**src/rtl/dual_lut_cell_pkg.sv**
```systemverilog
package dual_lut_cell_pkg;

    typedef enum logic [1:0] {
        CAP_RESET = 2'd0,
        CAP_SCAN  = 2'd1,
        CAP_FUNC  = 2'd2
    } cap_mode_e;

    localparam int unsigned INV_SEL_W = 3;
    localparam int unsigned INV_SRC_N = 1 << INV_SEL_W;

    typedef enum logic [INV_SEL_W-1:0] {
        SRC_T0_P2 = 3'd0,
        SRC_T0_P3 = 3'd1,
        SRC_T1_P2 = 3'd2,
        SRC_T1_P3 = 3'd3,
        SRC_T0    = 3'd4,
        SRC_T1    = 3'd5,
        SRC_REG   = 3'd6,
        SRC_MUX   = 3'd7
    } inv_src_e;

endpackage

```
**src/rtl/dlc_table.sv**
```systemverilog
module dlc_table #(
    parameter int unsigned LUT_INPUTS = 3,
    localparam int unsigned PINS      = LUT_INPUTS + 1,
    localparam int unsigned LUT_SIZE  = 1 << LUT_INPUTS
) (
    input  logic [PINS-1:0]     pins,
    input  logic [LUT_SIZE-1:0] cfg,
    output logic                y
);

    logic                  gated;
    logic [LUT_INPUTS-1:0] idx;

    // pins 0 and 1 combine through the NAND into index bit 0
    assign gated = ~(pins[0] & pins[1]);
    assign idx   = {pins[PINS-1:2], gated};
    assign y     = cfg[idx];

endmodule

```
**src/rtl/dlc_capture_reg.sv**
```systemverilog
module dlc_capture_reg
    import dual_lut_cell_pkg::*;
(
    input  logic clk,
    input  logic rst,
    input  logic scan_en,
    input  logic scan_in,
    input  logic d,
    output logic q
);

    cap_mode_e mode;
    logic      q_next;

    always_comb begin
        if (rst)
            mode = CAP_RESET;
        else if (scan_en)
            mode = CAP_SCAN;
        else
            mode = CAP_FUNC;
    end

    always_comb begin
        unique case (mode)
            CAP_RESET: q_next = 1'b0;
            CAP_SCAN:  q_next = scan_in;
            CAP_FUNC:  q_next = d;
            default:   q_next = 1'b0;
        endcase
    end

    always_ff @(posedge clk) begin
        q <= q_next;
    end

    AST_RESET_CLEARS: assert property (@(posedge clk) disable iff (rst)
        $fell(rst) |-> (q == 1'b0));

    AST_SCAN_LOADS: assert property (@(posedge clk) disable iff (rst)
        scan_en |=> (q == $past(scan_in)));

    AST_FUNC_LOADS: assert property (@(posedge clk) disable iff (rst)
        !scan_en |=> (q == $past(d)));

endmodule

```
**src/rtl/dlc_redrive.sv**
```systemverilog
module dlc_redrive
    import dual_lut_cell_pkg::*;
(
    input  logic [INV_SRC_N-1:0] sources,
    input  logic [INV_SEL_W-1:0] sel,
    output logic                 y
);

    assign y = ~sources[sel];

endmodule

```
**src/rtl/dual_lut_cell.sv**
```systemverilog
module dual_lut_cell
    import dual_lut_cell_pkg::*;
#(
    parameter int unsigned LUT_INPUTS = 3,
    parameter int unsigned NUM_INV    = 2,
    localparam int unsigned PINS      = LUT_INPUTS + 1,
    localparam int unsigned LUT_SIZE  = 1 << LUT_INPUTS
) (
    input  logic                               clk,
    input  logic                               rst,
    input  logic [1:0][PINS-1:0]               tbl_pins,
    input  logic                               sel_pin,
    input  logic                               scan_en,
    input  logic                               scan_in,
    input  logic [1:0][LUT_SIZE-1:0]           tbl_cfg,
    input  logic                               cfg_sel_bit,
    input  logic                               cfg_sel_src,
    input  logic                               cfg_out_reg,
    input  logic [NUM_INV-1:0][INV_SEL_W-1:0]  inv_sel,
    output logic                               cell_out,
    output logic                               scan_out,
    output logic [NUM_INV-1:0]                 inv_out
);

    logic [1:0]           tbl_y;
    logic                 mux_sel;
    logic                 mux_y;
    logic                 q;
    logic [INV_SRC_N-1:0] taps;

    for (genvar t = 0; t < 2; t++) begin : g_table
        dlc_table #(.LUT_INPUTS(LUT_INPUTS)) u_table (
            .pins (tbl_pins[t]),
            .cfg  (tbl_cfg[t]),
            .y    (tbl_y[t])
        );
    end

    assign mux_sel = cfg_sel_src ? sel_pin : cfg_sel_bit;
    assign mux_y   = mux_sel ? tbl_y[1] : tbl_y[0];

    dlc_capture_reg u_reg (
        .clk     (clk),
        .rst     (rst),
        .scan_en (scan_en),
        .scan_in (scan_in),
        .d       (mux_y),
        .q       (q)
    );

    assign cell_out = cfg_out_reg ? q : mux_y;
    assign scan_out = q;

    always_comb begin
        taps          = '0;
        taps[SRC_T0_P2] = tbl_pins[0][2];
        taps[SRC_T0_P3] = tbl_pins[0][PINS-1];
        taps[SRC_T1_P2] = tbl_pins[1][2];
        taps[SRC_T1_P3] = tbl_pins[1][PINS-1];
        taps[SRC_T0]    = tbl_y[0];
        taps[SRC_T1]    = tbl_y[1];
        taps[SRC_REG]   = q;
        taps[SRC_MUX]   = mux_y;
    end

    for (genvar k = 0; k < NUM_INV; k++) begin : g_inv
        dlc_redrive u_inv (
            .sources (taps),
            .sel     (inv_sel[k]),
            .y       (inv_out[k])
        );
    end

    AST_REG_OUT_HOLDS: assert property (@(posedge clk) disable iff (rst)
        (cfg_out_reg && $past(cfg_out_reg) && !$past(rst) && !$past(scan_en))
        |-> (cell_out == $past(mux_y)));

    AST_SCAN_OUT_SHIFT: assert property (@(posedge clk) disable iff (rst)
        scan_en |=> (scan_out == $past(scan_in)));

endmodule

```
**config.mk**
```make
export PLATFORM = sky130hd
export DESIGN_NAME = dual_lut_cell
export DESIGN_NICKNAME = d
export VERILOG_FILES = /design/src/rtl/dual_lut_cell_pkg.sv /design/src/rtl/dlc_table.sv /design/src/rtl/dlc_capture_reg.sv /design/src/rtl/dlc_redrive.sv /design/src/rtl/dual_lut_cell.sv
export SDC_FILE = /design/constraint.sdc
export NUM_CORES = 1
export LEC_CHECK = 0
export ABC_AREA = 1
export BUFFER_PORTS_ARGS = -buffer_cell sky130_fd_sc_hd__buf_2
export CORE_MARGIN = 2
export CORE_UTILIZATION = 35
export DETAILED_ROUTE_END_ITERATION = 6
export HOLD_SLACK_MARGIN = 0.03
export PLACE_DENSITY = 0.8
export SETUP_SLACK_MARGIN = 0.2
export SLEW_MARGIN = 20
export SYNTH_ARGS = -nofsm -noshare
export SYNTH_HDL_FRONTEND = slang
export SYNTH_SLANG_ARGS = --single-unit
```
**constraint.sdc**
```tcl
create_clock -name clk -period 1.4 [get_ports clk]
set_clock_uncertainty 0.15 [all_clocks]
set_input_delay 0.07 -clock clk [delete_from_list [all_inputs] [get_ports clk]]
set_output_delay 0.07 -clock clk [all_outputs]
set_load 0.005 [all_outputs]
```
# After elaboration in Yosys (flattened, before gate mapping)
# Cells that the tools add are included.
# totals
reg_bits,1
inputBits,38
out_inout_bits,4
elab_cells,27
# op_classes
n_lt_le_gt_ge,4
eq_ne,2
mux,14
bitwise,6
# ops
op,count
$lt A3 B4 Y1 const B,4
$bmux W1 S3,4
$mux W1,7
$mux W2,2
$not A1 Y1,4
$and A1 B1 Y1,2
$eq A2 B1 Y1 const B,1
$eq A2 B2 Y1 const B,1
$pmux W1 S2,1

# Logic depth before layout (Yosys ltp)
# Gate-level depths: netlist of the first run.
# depth
word_depth,8
mapped_depth,11
mapped_depth_nobuf,10

# Modules after synthesis
# From an unflattened synthesis of the first run, not the netlist that was laid out.
# hier_totals
hier_cells,96
hier_area_um2,441.7
# modules_own_cells
mod,n_inst,cells_per_inst,area_per_inst_um2,seq_area_each_um2
dlc_table,2,17,81.3,0.0
dlc_redrive,2,20,80.1,0.0
dual_lut_cell,1,16,78.8,0.0
dlc_capture_reg,1,6,40.0,20.0

# Worst setup path before layout of the first run
# OpenSTA, ideal clock, no wires.
# synth_timing
path_type,input to output
start,input port cfg_sel_bit
end,output port inv_out[0]
t_arrival_ps,840
required_ps,1180
path_slack_ps,340
cell_stages,10
n_path_buf,1
path_cell_list,inv_1 > o21ai_0 > inv_1 > nand3_2 > nand3_1 > nand2_1 > nand2_1 > nand2_1 > nand2_1 > buf_4
# synth_between
elab_chain_len,5
# synth_rtl
item,line_no,rtl
from (decl),dual_lut_cell.sv:16,"input logic cfg_sel_bit,"
$mux W1,dual_lut_cell.sv:39,assign mux_sel = cfg_sel_src ? sel_pin : cfg_sel_bit;
$mux W1,dual_lut_cell.sv:40,assign mux_y = mux_sel ? tbl_y[1] : tbl_y[0];
$bmux W1 S3,dlc_redrive.sv:9,assign y = ~sources[sel];
$mux W1 (not written as such),dlc_redrive.sv:9,
$not A1 Y1,dlc_redrive.sv:9,
to (decl),dual_lut_cell.sv:22,output logic [NUM_INV-1:0] inv_out
# Every way passes these cells. The select of a mux whose other input is x is not followed.

# Worst setup path after layout of the first run
# layout_timing
start,input port tbl_pins[2] (netlist name)
end,output port cell_out
# layout_between
elab_chain_len,4
# layout_rtl
item,line_no,rtl
from (decl),dual_lut_cell.sv:11,"input logic [1:0][PINS-1:0] tbl_pins,"
$bmux W1 S3,dlc_table.sv:17,assign y = cfg[idx];
$mux W1 (not written as such),dlc_table.sv:17,
$mux W1,dual_lut_cell.sv:40,
$mux W1,dual_lut_cell.sv:51,assign cell_out = cfg_out_reg ? q : mux_y;
to (decl),dual_lut_cell.sv:20,"output logic cell_out,"
# Every way passes these cells. The select of a mux whose other input is x is not followed.

==> impl_metrics.json, run 1 <==
{
  "status": "finished, final reports clean",
  "grt_pass1_wl_mm": 2.442,
  "core_um2": 1269,
  "hold_end": "u_reg.q",
  "setup_viol": 0,
  "largest_reg_flops": 1,
  "drive_above_1_share_pct": 63.97,
  "min_path_cells": 2,
  "path_class": "input pin to output port",
  "yosysWarnings": 0,
  "grt_pass1_vias": 643,
  "post-synth-top-count-cell": "nand2_1",
  "hpwl_mm": 1.210,
  "chipHeight_um": 40.47,
  "worst_ep_arrival_time_ps": 1100,
  "relSlewSlack_pct": 88.14,
  "synth-edff-count": 0,
  "yosys_most_used_dff": "dfxtp_1",
  "die_area_um2": 1637,
  "path_max_fanout": 3,
  "synth_top_area_share_pct": 25.81,
  "areaGrowthSynthToFinish_pct": 109.9,
  "cp-start-kind": "input pin",
  "drc_errors": 0,
  "tightest_slew_ps": 177.6,
  "avgSynthCellArea_um2": 5.230,
  "synthArstFlopShare_pct": 0,
  "power.total_w": 0.0003603,
  "io_pins": 42,
  "gp_congestion": 0.8393,
  "grt_max_degree": 6,
  "synth_seq_area_share_pct": 4.301,
  "vdd_drop_max_mv": 0.2421,
  "overflow": 0,
  "drt_iter0_drc": 8,
  "rsz0062_at_grt": "true",
  "ant_nets": 0,
  "wl_per_cell_um": 11.98,
  "nets": 176,
  "antenna_found_initial": 0,
  "fp.dieW_um": 40.47,
  "powerDensity_nw_per_um2": 368.8,
  "vias": 777,
  "largest_registers": "u_reg.q (1)",
  "firstDrtPassIters": 4,
  "fmax_mhz": 759.2,
  "syn-cell-area_um2": 465.4,
  "num_antenna_cells": 0,
  "drt-total-wl_mm": 1.809,
  "setup_tns_ps": 0,
  "syn_nets": 127,
  "regMostFlops": "u_reg.q",
  "min_period_ps": 1317,
  "synth_area_leaders": "nand3_1 (26%), nand2_1 (23%), nand3_2 (13%)",
  "leakage_nw": 0.5238,
  "critPathCaptureType": "output port",
  "num_rows": 13,
  "grtUsageTotal_pct": 21.36,
  "drv_slew": 0,
  "hold_buffers": 0,
  "period_share_pct": 94.09,
  "ys_ff_latch": 1,
  "min_from": "rst",
  "final-hold-violation-count": 0,
  "start_util_pct": 36.69,
  "holdCritPathClass": "input pin to flop",
  "synth_common_cells": "nand2_1 (29), nand3_1 (24), inv_1 (11), a21oi_1 (6), nand3_2 (6)",
  "clk_pin_slew_worst_paths_ps": 0,
  "preCtsSetupSlack_ps": 0.2246,
  "final.fill_count": 100,
  "synth_cell_types": 14,
  "worst_slack_ps": 82.80,
  "numPortBuffers": 41,
  "cap_violations": 0,
  "cp.required_ps": 1180,
  "avgViaCountPerCell": 5.146,
  "synth_area_leader_cell": "nand3_1",
  "syn_inst": 89
}
==> through the flow <==
step                cell area, µm²  instances  hold slack (ps)  util [%]
floorplan                    465.4         89          -0.6889         -
global placement             689.4        145            93.39     54.34
detailed placement           689.4        145            91.93     54.34
CTS                          832.0        149            94.89     65.58
global route                 977.2        151            100.9     77.02
finish                       977.2        151            96.13     77.02
==> timing repair <==
action / 4_1_cts / 5_1_grt
resized for setup: 31 / 29
setup endpoints to repair: 4 / 4
setup buffers: 4 / 2
cloned: 0 / 0
pin swaps: 6 / 9
==> placed cells by master, fill, tap and decap left out, types with 2 or more instances in the layout <==
cell type  Yosys  final
buf_2          0     35
nand2_1       29     21
nand3_2        6     19
inv_1         11      9
nand3_1       24      9
buf_4          2      8
nand2_2        2      6
a21oi_1        6      6
buf_12         0      4
nand2_8        0      2
nand2_4        0      2
nand3_4        0      2
a221o_1        2      2
buf_6          0      2
==> cells by family after synthesis <==
kind of cell	Yosys count	synth area share, %
compound gates	9	11.83
buf+inv	13	12.10
simple gates	65	69.35
mux	1	2.419
flops	1	4.301
==> final cells by class <==
type                    instances  area, µm²  share of cell area [%]
inverters                      11      43.79                   4.481
repair buffers                 49      337.8                   34.57
multi-input cells              75      556.8                   56.98
flip-flops and latches          1      20.02                   2.049
well taps                      15      18.77                   1.921
==> power by group <==
| part | internal (W) | switching, W | total [W] |
|---|---|---|---|
| sequential | 0.0000317 | 0.00000351 | 0.0000352 |
| combinational | 0.000170 | 0.000155 | 0.000325 |
| clock | 0 | 0 | 0 |
| total | 0.000201 | 0.000159 | 0.000360 |
==> how the worst max path moves through the flow <==
stage	start	end	slack, ps	cells after the start
2_1_floorplan	cfg_sel_bit	inv_out[0]	340	10
3_3_place_gp	tbl_pins[0]	cell_out	50	9
3_5_place_dp	tbl_pins[0]	cell_out	0.2	9
4_1_cts	tbl_pins[0]	cell_out	120	9
5_1_grt	tbl_pins[0]	cell_out	30	9
6_report	tbl_pins[2]	cell_out	80	8
==> routing by layer <==
layer / up-vias / wire (µm) / GRT usage, %
li1: 398 / - / -
met1: 346 / 690 / 23.62
met2: 33 / 992 / 44.84
met3: 0 / 126 / 0.5556
met4: 0 / 0 / 1.667
met5: - / 0 / 0
==> worst max-delay path: stages <==
cell	delay [ps]
buf_2	130
inv_2	80
nand3_2	90
nand3_2	80
nand3_2	90
and2_4	170
mux2_4	270
buf_6	120
No activity file was read; power rests on OpenSTA's default activity.
==> run 2: changes to the inputs <==
--- a/config.mk
+++ b/config.mk
@@ -10,7 +10,8 @@
 export CORE_MARGIN = 2
 export CORE_UTILIZATION = 35
 export DETAILED_ROUTE_END_ITERATION = 6
-export HOLD_SLACK_MARGIN = 0.03
+export GPL_TIMING_DRIVEN = 0
+export HOLD_SLACK_MARGIN = 0.1
 export PLACE_DENSITY = 0.8
 export SETUP_SLACK_MARGIN = 0.2
 export SLEW_MARGIN = 20
==> run 2 against run 1 <==
  * Highest routed layer unchanged
  * Critical path depth up 5
  * Core utilization rose by 0.49 points
  * Global-route usage fell by 1.6 points
  * Sequential share of layout area hardly changed
  * Sequential cell count did not move
  * Via count rose by 1.4%
  * Combinational power up 2%
  * Total power up 1.3%
  * First-iteration DRC count is 110% higher
  * Largest power group unchanged
  * Final cell count down 2.0%
  * Die area unchanged
  * Sequential power about the same
==> impl_metrics.json, run 2 (same netlist as run 1, synthesis figures left out) <==
{
  "nets": 173,
  "start_util_pct": 36.69,
  "cp-start-kind": "input pin",
  "critPathSlowestCell": "buf_4",
  "status": "finished, final reports clean",
  "numPortBuffers": 41,
  "tightest_slew_ps": 194.5,
  "num_rows": 13,
  "grt_max_degree": 6,
  "path_max_fanout": 5,
  "core_um2": 1269,
  "cp.required_ps": 1180,
  "instances_no_fill": 148,
  "largest_registers": "u_reg.q (1)",
  "cap_violations": 0,
  "fp.dieW_um": 40.47,
  "stdcell_area_um2": 983.4,
  "multiInputGateArea_um2": 590.6,
  "final-hold-violation-count": 0,
  "fmax_mhz": 753.3,
  "mostFrequentLayoutCells": "buf_2 (35), nand2_1 (21), nand3_2 (15), nand3_1 (9), inv_1 (8)",
  "setup_viol": 0,
  "path_class": "input pin to output port",
  "drt-total-wl_mm": 1.977,
  "whs_ps": 227.5,
  "final.fill_count": 99,
  "drive_above_1_share_pct": 63.16,
  "wl_per_cell_um": 13.36,
  "worst_slack_ps": 72.55,
  "grt_pass1_wl_mm": 2.249,
  "dp_cells": 145,
  "vias": 788,
  "vdd_drop_max_mv": 0.2243,
  "overflow": 0,
  "avgViaCountPerCell": 5.324,
  "areaGrowthSynthToFinish_pct": 111.3,
  "drc_errors": 0,
  "rsz0062_at_grt": "true",
  "io_pins": 42,
  "chipHeight_um": 40.47,
  "antenna_found_initial": 0,
  "largest_reg_flops": 1,
  "holdCritPathClass": "input pin to flop",
  "firstDrtPassIters": 4,
  "p_sw_share_pct": 45.93,
  "clk_pin_slew_worst_paths_ps": 0,
  "powerDensity_nw_per_um2": 371.2,
  "crit_path_max_incr_delay_ps": 120,
  "grtUsageTotal_pct": 19.71,
  "leakage_nw": 0.5093,
  "seq_area_um2": 20.02,
  "gp_congestion": 0.7713,
  "min_period_ps": 1327,
  "placed_area_um2": 689.4,
  "die_area_um2": 1637,
  "num_antenna_cells": 0,
  "relSlewSlack_pct": 87.02,
  "preCtsSetupSlack_ps": -25.18,
  "setup_tns_ps": 0,
  "combPwrFrac_pct": 90.4,
  "seqPwrFrac_pct": 9.6,
  "drv_slew": 0,
  "crit_path_cell_trace": "buf_12 -> nand2_8 -> nand2_2 -> nand3_2 -> nand3_2 -> nand3_4 -> nand3_2 -> nand2_1 -> nand2_1 -> nand2_1 -> nand2_1 -> buf_4 -> buf_6",
  "switchingPower_w": 0.0001676,
  "grt_pass1_vias": 606,
  "cpMostUsedCell": "nand2_1",
  "regMostFlops": "u_reg.q",
  "period_share_pct": 94.82,
  "pwr-share-clk_pct": 0,
  "hpwl_mm": 1.146,
  "worst_ep_arrival_time_ps": 1110,
  "mostFrequentLayoutCell": "buf_2",
  "ant_nets": 0,
  "drt_iter0_drc": 17,
  "p_int_w": 0.0001974,
  "critPathCaptureType": "output port"
}
## run 2: final cells by class
class                      count  area share (%)
timing repair buffer          44           29.77
sequential                     1           2.036
buffer                         2           1.527
multi-input combinational     75           60.05
inverter                      11           4.707
tap                           15           1.908
## run 2: routing by layer
| layer | part of all wire, % | track usage (%) | routed length, µm |
|---|---|---|---|
| met5 | 0 | 0 | 0 |
| met4 | 0 | 0 | 0 |
| met3 | 10 | 0 | 197 |
| met2 | 61 | 45.63 | 1203 |
| met1 | 29 | 19.23 | 576 |
## run 2: what timing repair did
item                                   CTS  global route
endpoints found under the hold margin    1             0
setup endpoints to repair                4             4
resized for setup                       32            30
hold buffers                             1             0
pin swaps                               10            21
buffers inserted                         1             1
## run 2: worst paths after layout
path | startpoint | endpoint | slack [ps] | cells past startpoint
setup / recovery | tbl_pins[4] | inv_out[1] | 70 | 13
hold / removal | scan_en | u_reg.q | 230 | 3
## run 2: critical path: cells and delay by family
family        cells  cell delay (ps)
buf+inv           3              330
simple gates     10              710
## run 2: metrics by stage
step | power (W) | util [%]
2_1_floorplan | 0.0001576 | -
5_1_grt | 0.0003953 | 77.51
3_3_place_gp | 0.0002462 | 54.34
3_5_place_dp | 0.0002501 | 54.34
4_1_cts | 0.0002885 | 64.50
6_report | 0.0003650 | 77.51
## run 2: power by group through the flow
stage / combinational [W] / clock (W) / sequential (W)
2_1_floorplan: 0.000124 / 0 / 0.0000339
3_3_place_gp: 0.000212 / 0 / 0.0000343
3_5_place_dp: 0.000216 / 0 / 0.0000342
4_1_cts: 0.000254 / 0 / 0.0000342
5_1_grt: 0.000361 / 0 / 0.0000347
6_report: 0.000330 / 0 / 0.0000350
==> run 3: changes to the inputs <==
--- a/config.mk
+++ b/config.mk
@@ -6,13 +6,14 @@
 export NUM_CORES = 1
 export LEC_CHECK = 0
 export ABC_AREA = 1
-export BUFFER_PORTS_ARGS = -buffer_cell sky130_fd_sc_hd__buf_2
+export CAP_MARGIN = 0
 export CORE_MARGIN = 2
 export CORE_UTILIZATION = 35
 export DETAILED_ROUTE_END_ITERATION = 6
+export DONT_BUFFER_PORTS = 1
 export GPL_TIMING_DRIVEN = 0
 export HOLD_SLACK_MARGIN = 0.1
-export PLACE_DENSITY = 0.8
+export PLACE_DENSITY = 0.53
 export SETUP_SLACK_MARGIN = 0.2
 export SLEW_MARGIN = 20
 export SYNTH_ARGS = -nofsm -noshare
==> run 3 against run 2 <==
  * Hold slack worse by 120 ps
  * Setup slack better by 220 ps
  * First-iteration DRC count is 65% lower
  * Critical path depth is 6 lower
  * Largest cell class unchanged
  * Via count is 28% lower
  * Final cell count is 29% lower
  * Global-route usage is 5.7 points lower
==> impl_metrics.json, run 3 (same netlist as run 1, synthesis figures left out) <==
{
  "leakage_nw": 0.2597,
  "preCtsSetupSlack_ps": 235.2,
  "rsz0062_at_grt": "false",
  "numPortBuffers": 0,
  "vias": 569,
  "avgViaCountPerCell": 5.419,
  "min_period_ps": 1104,
  "status": "finished, final reports clean",
  "path_max_fanout": 5,
  "setup_tns_ps": 0,
  "tightest_slew_ps": 201.4,
  "worst_ep_arrival_time_ps": 880,
  "grtUsageTotal_pct": 14.00,
  "core_um2": 1269,
  "largest_reg_flops": 1,
  "drive_above_1_share_pct": 15.56,
  "critPathCaptureType": "output port",
  "gp_congestion": 0.7712,
  "vdd_drop_max_mv": 0.1459,
  "largest_registers": "u_reg.q (1)",
  "io_pins": 42,
  "dp_cells": 104,
  "grt_pass1_wl_mm": 1.635,
  "cp.required_ps": 1180,
  "relSlewSlack_pct": 86.48,
  "worst_slack_ps": 295.9,
  "final-hold-violation-count": 0,
  "mostFrequentLayoutCells": "nand2_1 (29), nand3_1 (24), inv_1 (9), nand3_2 (6), a21oi_1 (6)",
  "drc_errors": 0,
  "powerDensity_nw_per_um2": 358.1,
  "final.fill_count": 149,
  "cap_violations": 0,
  "start_util_pct": 36.69,
  "overflow": 0,
  "num_antenna_cells": 0,
  "drv_slew": 0,
  "mostFrequentLayoutCell": "nand2_1",
  "instances_no_fill": 105,
  "die_area_um2": 1637,
  "cp-startpoint": "tbl_pins[0]",
  "holdCritPathClass": "input pin to flop",
  "nets": 130,
  "path_class": "input pin to output port",
  "clk_pin_slew_worst_paths_ps": 0,
  "fp.dieW_um": 40.47,
  "period_share_pct": 78.86,
  "hpwl_mm": 1.028,
  "antenna_found_initial": 0,
  "post_cts_buffers": 0,
  "num_rows": 13,
  "grt_max_degree": 6,
  "fin_util_pct": 39.55,
  "fmax_mhz": 905.7,
  "drt_iter0_drc": 6,
  "ant_nets": 0,
  "min_from": "scan_en",
  "drt-total-wl_mm": 1.166,
  "grt_pass1_vias": 427,
  "wl_per_cell_um": 11.10,
  "setup_viol": 0,
  "areaGrowthSynthToFinish_pct": 7.796,
  "regMostFlops": "u_reg.q",
  "chipHeight_um": 40.47,
  "firstDrtPassIters": 4,
  "cp-start-kind": "input pin",
  "min_path_cells": 2
}
-- run 3: critical path, cell delays in order --
cell and delay (ps):
nand2_2 60, nand2_1 60, nand3_1 90, nand3_2 90, nand3_2 80, and2_4 170
mux2_2 260
-- run 3: per-stage QoR --
step	instance area (µm²)	hold slack [ps]	total power, W
2_1_floorplan	465.4	-0.6889	0.0001576
3_3_place_gp	484.2	7.339	0.0001751
3_5_place_dp	484.2	6.718	0.0001762
4_1_cts	494.2	107.3	0.0001790
5_1_grt	501.7	135.5	0.0002006
6_report	501.7	106.0	0.0001796
-- run 3: timing repair --
item / 4_1_cts / 5_1_grt
gates resized for setup: 0 / 3
endpoints found under the hold margin: 1 / 0
hold buffers: 1 / 0
setup endpoints to repair: 0 / 3
-- run 3: final cells by class --
class	count	area, µm²	share of cell area [%]
Multi-Input combinational cell	75	389.1	77.56
Inverter	11	48.80	9.726
Tap cell	15	18.77	3.741
Buffer	2	15.01	2.993
Sequential cell	1	20.02	3.990
Timing Repair Buffer	1	10.01	1.995
-- run 3: layer usage --
layer / wire (µm) / part of all wire, % / track usage [%]
met5: 0 / 0 / 0
met4: 0 / 0 / 0
met3: 142 / 12 / 0.5556
met2: 529 / 45 / 23.81
met1: 494 / 42 / 20.32
-- run 3: path summary, 6_finish.rpt --
kind                        to  slack [ps]
worst min-delay path   u_reg.q         110
worst max-delay path  cell_out         300
-- run 3: power by group --
group | internal [W] | total, W | switching, W
Combinational | 0.0000688 | 0.000145 | 0.0000760
Sequential | 0.0000317 | 0.0000348 | 0.00000309
Clock | 0 | 0 | 0
Total | 0.000101 | 0.000180 | 0.0000791
